## config.mk

```make
export PLATFORM = sky130hd
export DESIGN_NAME = dac_bank_front
export DESIGN_NICKNAME = d
export VERILOG_FILES = /design/src/rtl/dac_bank_front.sv
export SDC_FILE = /design/constraint.sdc
export NUM_CORES = 1
export LEC_CHECK = 0
export BUFFER_PORTS_ARGS = -buffer_cell sky130_fd_sc_hd__buf_4
export CAP_MARGIN = 5
export CELL_PAD_IN_SITES_DETAIL_PLACEMENT = 1
export CELL_PAD_IN_SITES_GLOBAL_PLACEMENT = 2
export CORE_MARGIN = 1.5
export CORE_UTILIZATION = 36
export DETAILED_ROUTE_END_ITERATION = 16
export PLACE_DENSITY_LB_ADDON = 0.1
export REMOVE_ABC_BUFFERS = 1
export SYNTH_ARGS = -nofsm -noshare
export SYNTH_HDL_FRONTEND = slang
export SYNTH_SLANG_ARGS = --single-unit
```

## constraint.sdc

```tcl
create_clock -name clk -period 2.1 [get_ports clk]
set_input_delay 0.42 -clock clk [delete_from_list [all_inputs] [get_ports clk]]
set_output_delay 0.42 -clock clk [all_outputs]
set_load 0.01 [all_outputs]
```

## src/rtl/dac_bank_front.sv

```systemverilog
module dac_bank_front #(
  parameter int RES = 10
) (
  input  logic             clk,
  input  logic             rst_n,
  input  logic             fsel_n,
  input  logic             sclk,
  input  logic             sdin,
  input  logic             ld_n,
  output logic [8*RES-1:0] dac_code,
  output logic [7:0]       pd_mask
);
  localparam int NCH   = 8;
  localparam int WBITS = 16;
  localparam int CW    = $clog2(WBITS + 1);
  localparam int MSB   = 11;

  logic                     sclk_q;
  logic [CW-1:0]            cnt;
  logic [WBITS-2:0]         shreg;
  logic [NCH-1:0][RES-1:0]  in_q;
  logic [NCH-1:0][RES-1:0]  dac_q;
  logic [NCH-1:0]           newf;
  logic [NCH-1:0]           pd_q;

  wire              fall   = sclk_q & ~sclk;
  wire              last   = ~fsel_n & fall & (cnt == CW'(WBITS - 1));
  wire [WBITS-1:0]  word   = {shreg, sdin};
  wire              is_ctl = word[WBITS-1];
  wire [2:0]        addr   = word[14:12];
  wire [RES-1:0]    code   = word[MSB -: RES];

  assign dac_code = dac_q;
  assign pd_mask  = pd_q;

  always_ff @(posedge clk) begin
    if (!rst_n) sclk_q <= 1'b1;
    else        sclk_q <= sclk;
  end

  always_ff @(posedge clk) begin
    if (!rst_n)                                cnt <= '0;
    else if (fsel_n)                           cnt <= '0;
    else if (fall && cnt != CW'(WBITS))        cnt <= cnt + 1'b1;
  end

  always_ff @(posedge clk) begin
    if (!rst_n)                                          shreg <= '0;
    else if (!fsel_n && fall && cnt < CW'(WBITS - 1))    shreg <= {shreg[WBITS-3:0], sdin};
  end

  always_ff @(posedge clk) begin
    if (!rst_n) begin
      in_q  <= '0;
      dac_q <= '0;
      newf  <= '0;
      pd_q  <= '0;
    end else begin
      for (int c = 0; c < NCH; c++) begin
        if (!ld_n && newf[c]) begin
          dac_q[c] <= in_q[c];
          newf[c]  <= 1'b0;
        end
      end
      if (last && !is_ctl) begin
        in_q[addr] <= code;
        newf[addr] <= 1'b1;
      end
      if (last && is_ctl) pd_q <= word[7:0];
    end
  end

  a_r1_reset_zero: assert property (@(posedge clk) disable iff (!rst_n)
    $rose(rst_n) |-> (dac_q == '0 && pd_q == '0));

  a_r3_code_moves_on_load: assert property (@(posedge clk) disable iff (!rst_n)
    !$stable(dac_q) |-> !$past(ld_n));

  a_r4_idle_frame_no_write: assert property (@(posedge clk) disable iff (!rst_n)
    fsel_n |=> ($stable(in_q) && $stable(pd_q)));

  a_r6_mask_at_word_end: assert property (@(posedge clk) disable iff (!rst_n)
    !$stable(pd_q) |-> ($past(cnt) == CW'(WBITS - 1) && !$past(fsel_n)));

  a_r8_count_bound: assert property (@(posedge clk) disable iff (!rst_n)
    cnt <= CW'(WBITS));
endmodule

```

-- Word level (Yosys, flattened, before mapping)
Index checks and enable logic that the tools add are counted.
- multiplexer cells: 22
- equality and inequality tests: 2
- bitwise logic cells: 7
- order comparisons: 3
- add/subtract/negate cells: 1
- reduce and logical (&&, ||, !) cells: 18
- operators by type and width (cell ; number):
    $bwmux W80 ; 1
    $demux W10 S3 ; 1
    $mux W1 ; 17
    $logic_and A1 B1 Y1 ; 14
    $mux W10 ; 1
    $mux W8 ; 1
    $or A8 B8 Y8 ; 1
    $add A5 B1 Y5 const B ; 1
    $eq A5 B4 Y1 const B ; 1
    $lt A5 B4 Y1 const B ; 1
    $ne A5 B5 Y1 const B ; 1
    $lt A3 B4 Y1 const B ; 1
    $and A1 B1 Y1 ; 3
    $demux W1 S3 ; 1
    $ge A3 B1 Y1 const B ; 1
    $logic_not A1 Y1 ; 3
    $not A1 Y1 ; 3
    $reduce_or A2 Y1 ; 1
- bits in registers: 197
- bits of input ports: 6
- output and inout bits: 88
- word-level logic and storage cells: 74

-- Logic depth before layout (Yosys ltp)
Gate-level depths: netlist (run 1).
- word-level depth: 6
- gate-level depth with buffers: 8
- gate-level depth less buffers: 6

-- Least setup slack after synthesis (run 1)
OpenSTA, ideal clock, no wires.
- kind: register -> register
- start: register cnt[0]
- end: register newf[7]
- path slack: 0.270 ns
- data arrival time: 1.716 ns
- cell stages (with the launch flop): 9
- required time: 1.985 ns
- clock period less this slack: 1.830 ns
- setup time: 0.115 ns
- path buffers: 2
- cell sequence: dfxtp_1 > ha_1 > and3_1 > ha_1 > and4bb_1 > buf_6 > and4_4 > buf_12 > o21a_1
- word-level cells in the longest chain between the ends: 4
- ends and longest elaborated chain (what ; RTL line ; RTL):
    from (decl) ; 19 ; logic [CW-1:0] cnt;
    from (signal assigned) ; 44 ; else if (fall && cnt != CW'(WBITS)) cnt <= cnt + 1'b1;
    $eq A5 B4 Y1 ; 27 ; wire last = ~fsel_n & fall & (cnt == CW'(WBITS - 1));
    $and A1 B1 Y1 ; 27 ;
    $logic_and A1 B1 Y1 ; 65 ; if (last && !is_ctl) begin
    $mux W8 ; 65 ;
    to (signal assigned) ; 56 ; newf <= '0;
    to (signal, indexed assignment) ; 62 ; newf[c] <= 1'b0;
    to (signal, indexed assignment) ; 67 ; newf[addr] <= 1'b1;
    to (decl) ; 23 ; logic [NCH-1:0] newf;
No other way between the ends.
A chain may end at the register's enable or synchronous reset.

-- Worst setup path after layout (run 1)
- start: register cnt[1]
- end: register in_q[52] in the netlist's numbering
- word-level cells in the longest chain between the ends: 3
- ends and longest elaborated chain (what ; RTL line ; RTL):
    $eq A5 B4 Y1 ; 27 ;
    $and A1 B1 Y1 ; 27 ;
    $logic_and A1 B1 Y1 ; 65 ;
    to (signal, indexed assignment) ; 66 ; in_q[addr] <= code;
    to (decl) ; 21 ; logic [NCH-1:0][RES-1:0] in_q;
No other way between the ends.

==> results of run 1 <==
==> power by group <==
| group | switching, uW | internal [uW] | total [uW] |
|---|---|---|---|
| Combinational | 86.2 | 51.7 | 138 |
| Sequential | 3.82 | 3740 | 3740 |
| Clock | 1440 | 1950 | 3390 |
| Total | 1530 | 5730 | 7270 |
==> final cells by class <==
| class | count | area (um2) | area share |
|---|---|---|---|
| sequential | 197 | 3950 | 0.438 |
| multi-input combinational | 520 | 3230 | 0.358 |
| timing repair buffer | 113 | 886 | 0.0983 |
| clock buffer | 21 | 460 | 0.0511 |
| tap | 270 | 338 | 0.0375 |
| clock inverter | 10 | 148 | 0.0164 |
| inverter | 3 | 11.3 | 0.00125 |
==> kinds of logic (layout without fill, tap and decap cells) <==
kind of cell | after synthesis | in the layout | share of synthesized area
adders and majority gates | 3 | 3 | 0.00505
AOI/OAI and AO/OA | 94 | 94 | 0.0944
DFF | 197 | 197 | 0.530
muxes | 103 | 103 | 0.139
buffers and inverters | 58 | 147 | 0.0405
and+or+nand+nor | 319 | 320 | 0.191
==> final timing paths <==
kind / endpoint / from
worst max register to register: in_q[52] / cnt[1]
worst max-delay path: in_q[52] / cnt[1]
worst min register to register: in_q[73] / in_q[73]
worst min-delay path: sclk_q / sclk
==> worst max-delay path, cell delays in order, from the launching register on <==
cell and delay, ns:
dfxtp_1 0.40, ha_2 0.22, and3_1 0.16, ha_1 0.14, and4bb_2 0.27, buf_12 0.18
nand4b_4 0.27, mux2i_1 0.20
==> stage by stage <==
stage,cells,setup TNS (ns)
after detailed placement,1101,0
final,1134,0
after global placement,1101,0
after floorplan,719,0
after global routing,1134,-0.000126
after CTS,1132,0
==> sequential cells by signal (all words and copies together), names as in the netlist <==
signal / count
in_q: 80
dac_code: 80
pd_mask: 8
cnt: 5
shreg: 15
sclk_q: 1
newf: 8
==> placed cells by master (no fill, tap or decap), drive strengths merged, types with 2 or more instances in the layout <==
cell      netlist  final
buf            27    113
a21boi         87     87
clkinvlp        0      3
ha              3      3
nor2            4      4
nor2b           9      9
nand4b          5      6
bufinv          0      3
nand2b         11     11
mux2i         103    103
dfxtp         197    197
nand4           2      2
clkinv          0      2
o21ai           2      2
and2b           2      2
clkbuf         28     21
nand2         274    274
inv             3      5
nand3           4      4
==> timing repair <==
action	in CTS	in global routing
setup endpoints to repair	0	75
setup buffers	0	1
hold endpoints to repair	0	0
gates resized for setup	0	5
==> routing by layer <==
metal,vias to the layer above,wire length (um)
met1,2669,8670
li1,2696,-
met3,20,417
met5,-,0
met4,0,257
met2,69,9550
==> results_dict.tcl, run 1 <==
set metrics [dict create \
    vdd_drop_max_mv 0.506 \
    crit_required_ns 2.38 \
    ys_ff_latch 197 \
    synth_edf_count 0 \
    worst_pin_slew_ns 0.649 \
    drv_slew 0 \
    relSlewSlack 0.567 \
    first_global_vias 5840 \
    track_usage 0.181 \
    fin_worst_skew_ns 0.0121 \
    p_per_area_nw_per_um2 806 \
    cts_tree "built" \
    final_core_util 0.446 \
    use_met3 0.0276 \
    grtUsageMet1 0.223 \
    post_drt_wl_per_cell_um 16.7 \
    syn_area_um2 7440 \
    status "complete, no violations" \
    wl_mm 18.9 \
    postPlaceCellArea_um2 8350 \
    n_fill_cell 2300 \
    rows 52 \
    numClockSinks 197 \
    gp_congestion 0.758 \
    port_buffers 93 \
    min_delay_path_depth 2 \
    chipWidth_um 147 \
    dominantRegCellSynth "dfxtp_1" \
    antenna_found_initial 0 \
    grt.met2_usage 0.321 \
    finalCritPeriodShare 0.949 \
    worstPathArrival_ns 2.27 \
    cts_made_buffers 17 \
    synthTopCellsByArea "dfxtp_1, mux2i_1, nand2_1" \
    viasPerCell 4.81 \
    startpoint_type "register" \
    grt-ovfl-total 0 \
    drive_above_1_share 0.183 \
    holdCritPathClass "primary input to register" \
    async_flop_share 0 \
    n_antenna_cell 0 \
    worst-path-max-fanout 11 \
    drc 0 \
    cts_hold_buffers 0 \
    grt_max_degree 77 \
    hold_viol 0 \
    avgSynthCellArea_um2 9.61 \
    syn2layout_area_growth_pct 21.2 \
    cts_root_buf "clkbuf_16" \
    dp_hpwl_mm 12.9 \
    htreeDepth 4 \
    num_vias 5454 \
    synthCells 774 \
    num-nets-final 861 \
    clock_latency_ns 0.43 \
    ff2ff_setup_slack_ns 0.11 \
    worst_setup_path_end_kind "register" \
    yosysWarnings 0 \
    fin_area_um2 9010 \
    holdWs_ns 0.217 \
    io_pins 94 \
    dr.pass1.iters 4 \
    postRouteAntennaNets 0 \
    max_freq_mhz 502 \
    synth_top_area_share 0.530 \
    start_util 0.368 \
    ys_seq_area_frac 0.530 \
    grt.busiest_layer "met2" \
    synth.most_common_cell "nand2_1" \
    yosys-top-cells-count "nand2_1, dfxtp_1, mux2i_1, a21boi_0, clkbuf_1" \
    die_h_um 147 \
    drtIter0Drc 159 \
    ys_types 40 \
    grt_pass1_wl_mm 30.5 \
    die_area_um2 21500 \
    totalPowerFinal_uw 7270 \
    maxCapViolCount 0 \
    min_period_ns 1.99 \
    cts_max_path_buffers 2 \
    fin_ws_ns 0.107 \
    leakage_uw 0.00392 \
    synth_top_area_cell "dfxtp_1" \
    rr_worst_depth 7 \
    critPathKind "register to register" \
    dp_slack_ns 0.0342 \
    cts.clk_slew.worst_paths_ns 0.07 \
    core_um2 20200 \
    finalSetupViolations 0 \
]
Power figures use the tool's default switching activity.
==> run 2, diff against run 1 <==
Settings changed: CORE_UTILIZATION 36 to 30.
==> run 2 against run 1 <==
Final cell count increased by 4.8%. Clock skew is 0.0019 ns lower. Critical endpoint is now in_q[69]. Worst setup slack gained 0.037 ns. Cell area rose by 0.96%. Fmax grew 1.9%.
==> results_dict.tcl, run 2 (synthesis results as in run 1) <==
set metrics [dict create \
    leakage_uw 0.00393 \
    syn2layout_area_growth_pct 22.3 \
    dp_hpwl_mm 13.0 \
    setup_tns_ns 0 \
    drv_slew 0 \
    hold_viol 0 \
    finalCritPeriodShare 0.931 \
    start_util 0.306 \
    cts_made_buffers 17 \
    chipWidth_um 160 \
    pwr-share-seq 0.496 \
    cts_max_path_buffers 2 \
    holdWs_ns 0.205 \
    fin_worst_skew_ns 0.0103 \
    final_cell_mix "nand2_1, dfxtp_1, buf_4" \
    min_period_ns 1.96 \
    grt.busiest_layer "met2" \
    cts.clk_slew.worst_paths_ns 0.08 \
    core_um2 24300 \
    final-seq-area_um2 3950 \
    maxCapViolCount 0 \
    num_vias 5398 \
    p_int_uw 5940 \
    holdCritPathClass "primary input to register" \
    grt.met2_usage 0.265 \
    drc 0 \
    gp_congestion 0.696 \
    final_core_util 0.374 \
    sw_frac_of_total 0.213 \
    fin_area_um2 9100 \
    die_area_um2 25800 \
    crit_path_cell_trace "ha_1, and3_1, ha_1, and4bb_1, buf_12, nand4b_4, mux2i_1" \
    post_drt_wl_per_cell_um 16.1 \
    rows 57 \
    cts_tree "built" \
    cp_slowest_cell "dfxtp_1" \
    grt_max_degree 105 \
    worstPathArrival_ns 2.24 \
    p_sw_uw 1610 \
    num-nets-final 859 \
    crit_required_ns 2.38 \
    antenna_found_initial 0 \
    dr.pass1.iters 4 \
    relSlewSlack 0.526 \
    multi_input_area_um2 3220 \
    max_freq_mhz 511 \
    port_buffers 93 \
    grt-ovfl-total 0 \
    io_pins 94 \
    drive_above_1_share 0.182 \
    worst_setup_path_end_kind "register" \
    cpMostUsedCell "ha_1" \
    vdd_drop_max_mv 0.430 \
    worst_pin_slew_ns 0.710 \
    use_met3 0.0294 \
    wl_mm 19.2 \
    worst-path-max-fanout 11 \
    grtUsageMet1 0.193 \
    critPathKind "register to register" \
    rsz0062_at_grt "no" \
    track_usage 0.152 \
    postPlaceCellArea_um2 8410 \
    status "complete, no violations" \
    viasPerCell 4.54 \
    p_per_area_nw_per_um2 829 \
    p_clk_frac 0.486 \
    finalSetupViolations 0 \
    startpoint_type "register" \
    comb_power_share 0.018 \
    first_global_vias 5640 \
    cts_hold_buffers 0 \
    htreeDepth 4 \
    layout_commonest_cell "nand2_1" \
    clock_latency_ns 0.43 \
    grt_pass1_wl_mm 30.6 \
    postRouteAntennaNets 0 \
    cp_slowest_stage_delay_ns 0.39 \
    die_h_um 160 \
    numClockSinks 197 \
    postCtsResizedCells 0 \
    cts_root_buf "clkbuf_16" \
    n_fill_cell 2754 \
    drtIter0Drc 188 \
    post-cts-setup-buffers 0 \
]
==> run 2: per-layer routing <==
layer  vias to the layer above  part of all wire
met1                      2628              0.47
met4                         0            0.0092
met3                        10             0.025
li1                       2697                 -
met5                         -                 0
met2                        63              0.50
==> run 2: worst paths after layout <==
kind	start	endpoint	slack (ns)	cells past startpoint
min	sclk	sclk_q	0.20	2
max reg2reg	cnt[1]	in_q[69]	0.14	7
min reg2reg	in_q[58]	in_q[58]	0.46	2
max	cnt[1]	in_q[69]	0.14	7
==> run 2: stage by stage <==
stage          setup WS, ns  std cells  total power (uW)
2_1_floorplan     0.0000790        719              3880
3_3_place_gp          0.151       1154              3960
3_5_place_dp         0.0804       1154              3970
4_1_cts              0.0328       1186              7650
5_1_grt              0.0189       1187              7820
6_report              0.144       1188              7540
==> run 2: final cells by class <==
class	instances	area share
repair buffers	111	0.0943
diodes	1	0.000275
well taps	324	0.0445
multi-input cells	520	0.354
clock inverters	15	0.0257
flip-flops and latches	197	0.433
inverters	3	0.00124
clock buffers	17	0.0467
==> run 2: critical path: cells and delay by family (launching register included) <==
family	cells	cell delay (ns)
buffers and inverters	1	0.18
multiplexers	1	0.21
flip-flops	1	0.39
AND/OR/NAND/NOR	3	0.68
adder cells (fa/ha/maj)	2	0.33
==> run 2: power groups by stage <==
stage / clock network [uW] / logic (uW) / registers [uW]
2_1_floorplan: 0 / 50.4 / 3830
3_3_place_gp: 0 / 136 / 3830
3_5_place_dp: 0 / 140 / 3830
4_1_cts: 3770 / 141 / 3740
5_1_grt: 3930 / 151 / 3740
6_report: 3660 / 138 / 3740
==> run 3, diff against run 2 <==
Settings changed: CTS_BUF_LIST set to sky130_fd_sc_hd__clkbuf_4 sky130_fd_sc_hd__clkbuf_8.
==> run 3 against run 2 <==
Clock skew increased by 0.0064 ns. Register-to-register slack about the same. Global-route usage decreased by 0.090 points. Total power decreased by 10%. Sequential power about the same. Critical path type unchanged. Count of clock-buffer cells in the layout unchanged. First-iteration DRC count decreased by 4.3%.
==> results_dict.tcl, run 3 (synthesis results as in run 1) <==
set metrics [dict create \
    relSlewSlack 0.532 \
    rows 57 \
    start_util 0.306 \
    holdCritPathClass "primary input to register" \
    n_antenna_cell 0 \
    rr_endpoint "in_q[72]" \
    worst-path-max-fanout 10 \
    io_pins 94 \
    core_um2 24300 \
    numClockSinks 197 \
    rr_worst_depth 7 \
    dr.pass1.iters 4 \
    vdd_drop_max_mv 0.287 \
    sw_frac_of_total 0.225 \
    status "complete, no violations" \
    cts_root_buf "clkbuf_8" \
    startpoint_type "register" \
    grt_pass1_wl_mm 30.4 \
    comb_power_share 0.020 \
    grt_max_degree 105 \
    leakage_uw 0.00384 \
    min-delay-start "sclk" \
    holdWs_ns 0.156 \
    setup_tns_ns 0 \
    die_h_um 160 \
    die_area_um2 25800 \
    hold_end "sclk_q" \
    grt-ovfl-total 0 \
    num_vias 5372 \
    maxCapViolCount 0 \
    layout_commonest_cell "nand2_1" \
    cts_made_buffers 17 \
    cts.clk_slew.worst_paths_ns 0.10 \
    min_period_ns 1.96 \
    cts_max_path_buffers 2 \
    min_delay_path_depth 2 \
    num-nets-final 859 \
    p_int_uw 5240 \
    htreeDepth 4 \
    totalPowerFinal_uw 6760 \
    finalCritPeriodShare 0.935 \
    worst_setup_path_end_kind "register" \
    antenna_found_initial 0 \
    drtIter0Drc 180 \
    final_cell_mix "nand2_1, dfxtp_1, buf_4" \
    cts_tree "built" \
    p_clk_frac 0.426 \
    dp_hpwl_mm 13.0 \
    drc 0 \
    post_drt_wl_per_cell_um 16.1 \
    drive_above_1_share 0.182 \
    syn2layout_area_growth_pct 19.7 \
    rr_startpoint "cnt[1]" \
    port_buffers 93 \
    finalSetupViolations 0 \
    ff2ff_setup_slack_ns 0.14 \
    first_global_vias 5653 \
    p_sw_uw 1520 \
    fin_worst_skew_ns 0.0166 \
    pwr-share-seq 0.553 \
    track_usage 0.152 \
    max_freq_mhz 509 \
    wl_mm 19.1 \
    n_fill_cell 2776 \
    worst_pin_slew_ns 0.700 \
    viasPerCell 4.53 \
    p_per_area_nw_per_um2 759 \
    gp_congestion 0.696 \
    worstPathArrival_ns 2.36 \
    hold_viol 0 \
    postRouteAntennaNets 0 \
    rsz0062_at_grt "no" \
    post-cts-setup-buffers 0 \
    crit_required_ns 2.50 \
    chipWidth_um 160 \
    drv_slew 0 \
    critPathKind "register to register" \
    clock_latency_ns 0.48 \
]
==> run 3: area by class of cell <==
cell class	count	area (um2)	share of cell area
Clock inverter	15	234	0.0263
Timing Repair Buffer	111	858	0.0964
Sequential cell	197	3950	0.443
Multi-Input combinational cell	520	3220	0.361
Clock buffer	17	234	0.0263
Tap cell	324	405	0.0455
Inverter	3	11.3	0.00126
==> run 3: worst max-delay path by stage <==
stage,startpoint,endpoint,slack [ns],cells past startpoint
detailed placement,cnt[0],in_q[70],0.08,7
CTS,cnt[0],in_q[70],0.04,7
floorplan,cnt[0],in_q[0],0.00008,6
global placement,cnt[0],in_q[49],0.15,7
global route,cnt[1],in_q[59],0.008,7
finish,cnt[1],in_q[72],0.14,7
==> run 3: routing by layer <==
layer / part of all wire / up-vias / global-route usage
met5: 0 / - / 0
met4: 0.012 / 0 / 0.0472
met3: 0.026 / 17 / 0.0256
met2: 0.50 / 71 / 0.264
met1: 0.46 / 2593 / 0.191
li1: - / 2691 / -
==> run 3: through the flow <==
step	instance area, um2	cells	util	setup slack [ns]
finish	8910	1187	0.366	0.136
global route	8910	1187	0.366	0.00835
CTS	8880	1186	0.365	0.0419
detailed placement	8410	1154	0.346	0.0804
global placement	8410	1154	0.346	0.151
floorplan	7150	719	-	0.0000790
==> run 3: power groups by stage <==
stage          logic (uW)  clock network (uW)  registers [uW]
3_3_place_gp          136                   0            3830
4_1_cts               141                2980            3740
2_1_floorplan        50.4                   0            3830
5_1_grt               151                3130            3740
6_report              138                2880            3740
3_5_place_dp          140                   0            3830
==> run 3: repair_timing <==
item                                    4_1_cts  5_1_grt
endpoints found under the setup margin        0       36
hold buffers                                  0        0
gates resized for setup                       0        3
==> run 3: worst max-delay path: stages (launching register included) <==
cell and delay, ns:
dfxtp_1 0.40, ha_1 0.20, and3_1 0.16, ha_1 0.13
and4bb_1 0.25, buf_12 0.18, and4_2 0.34, mux2i_1 0.22
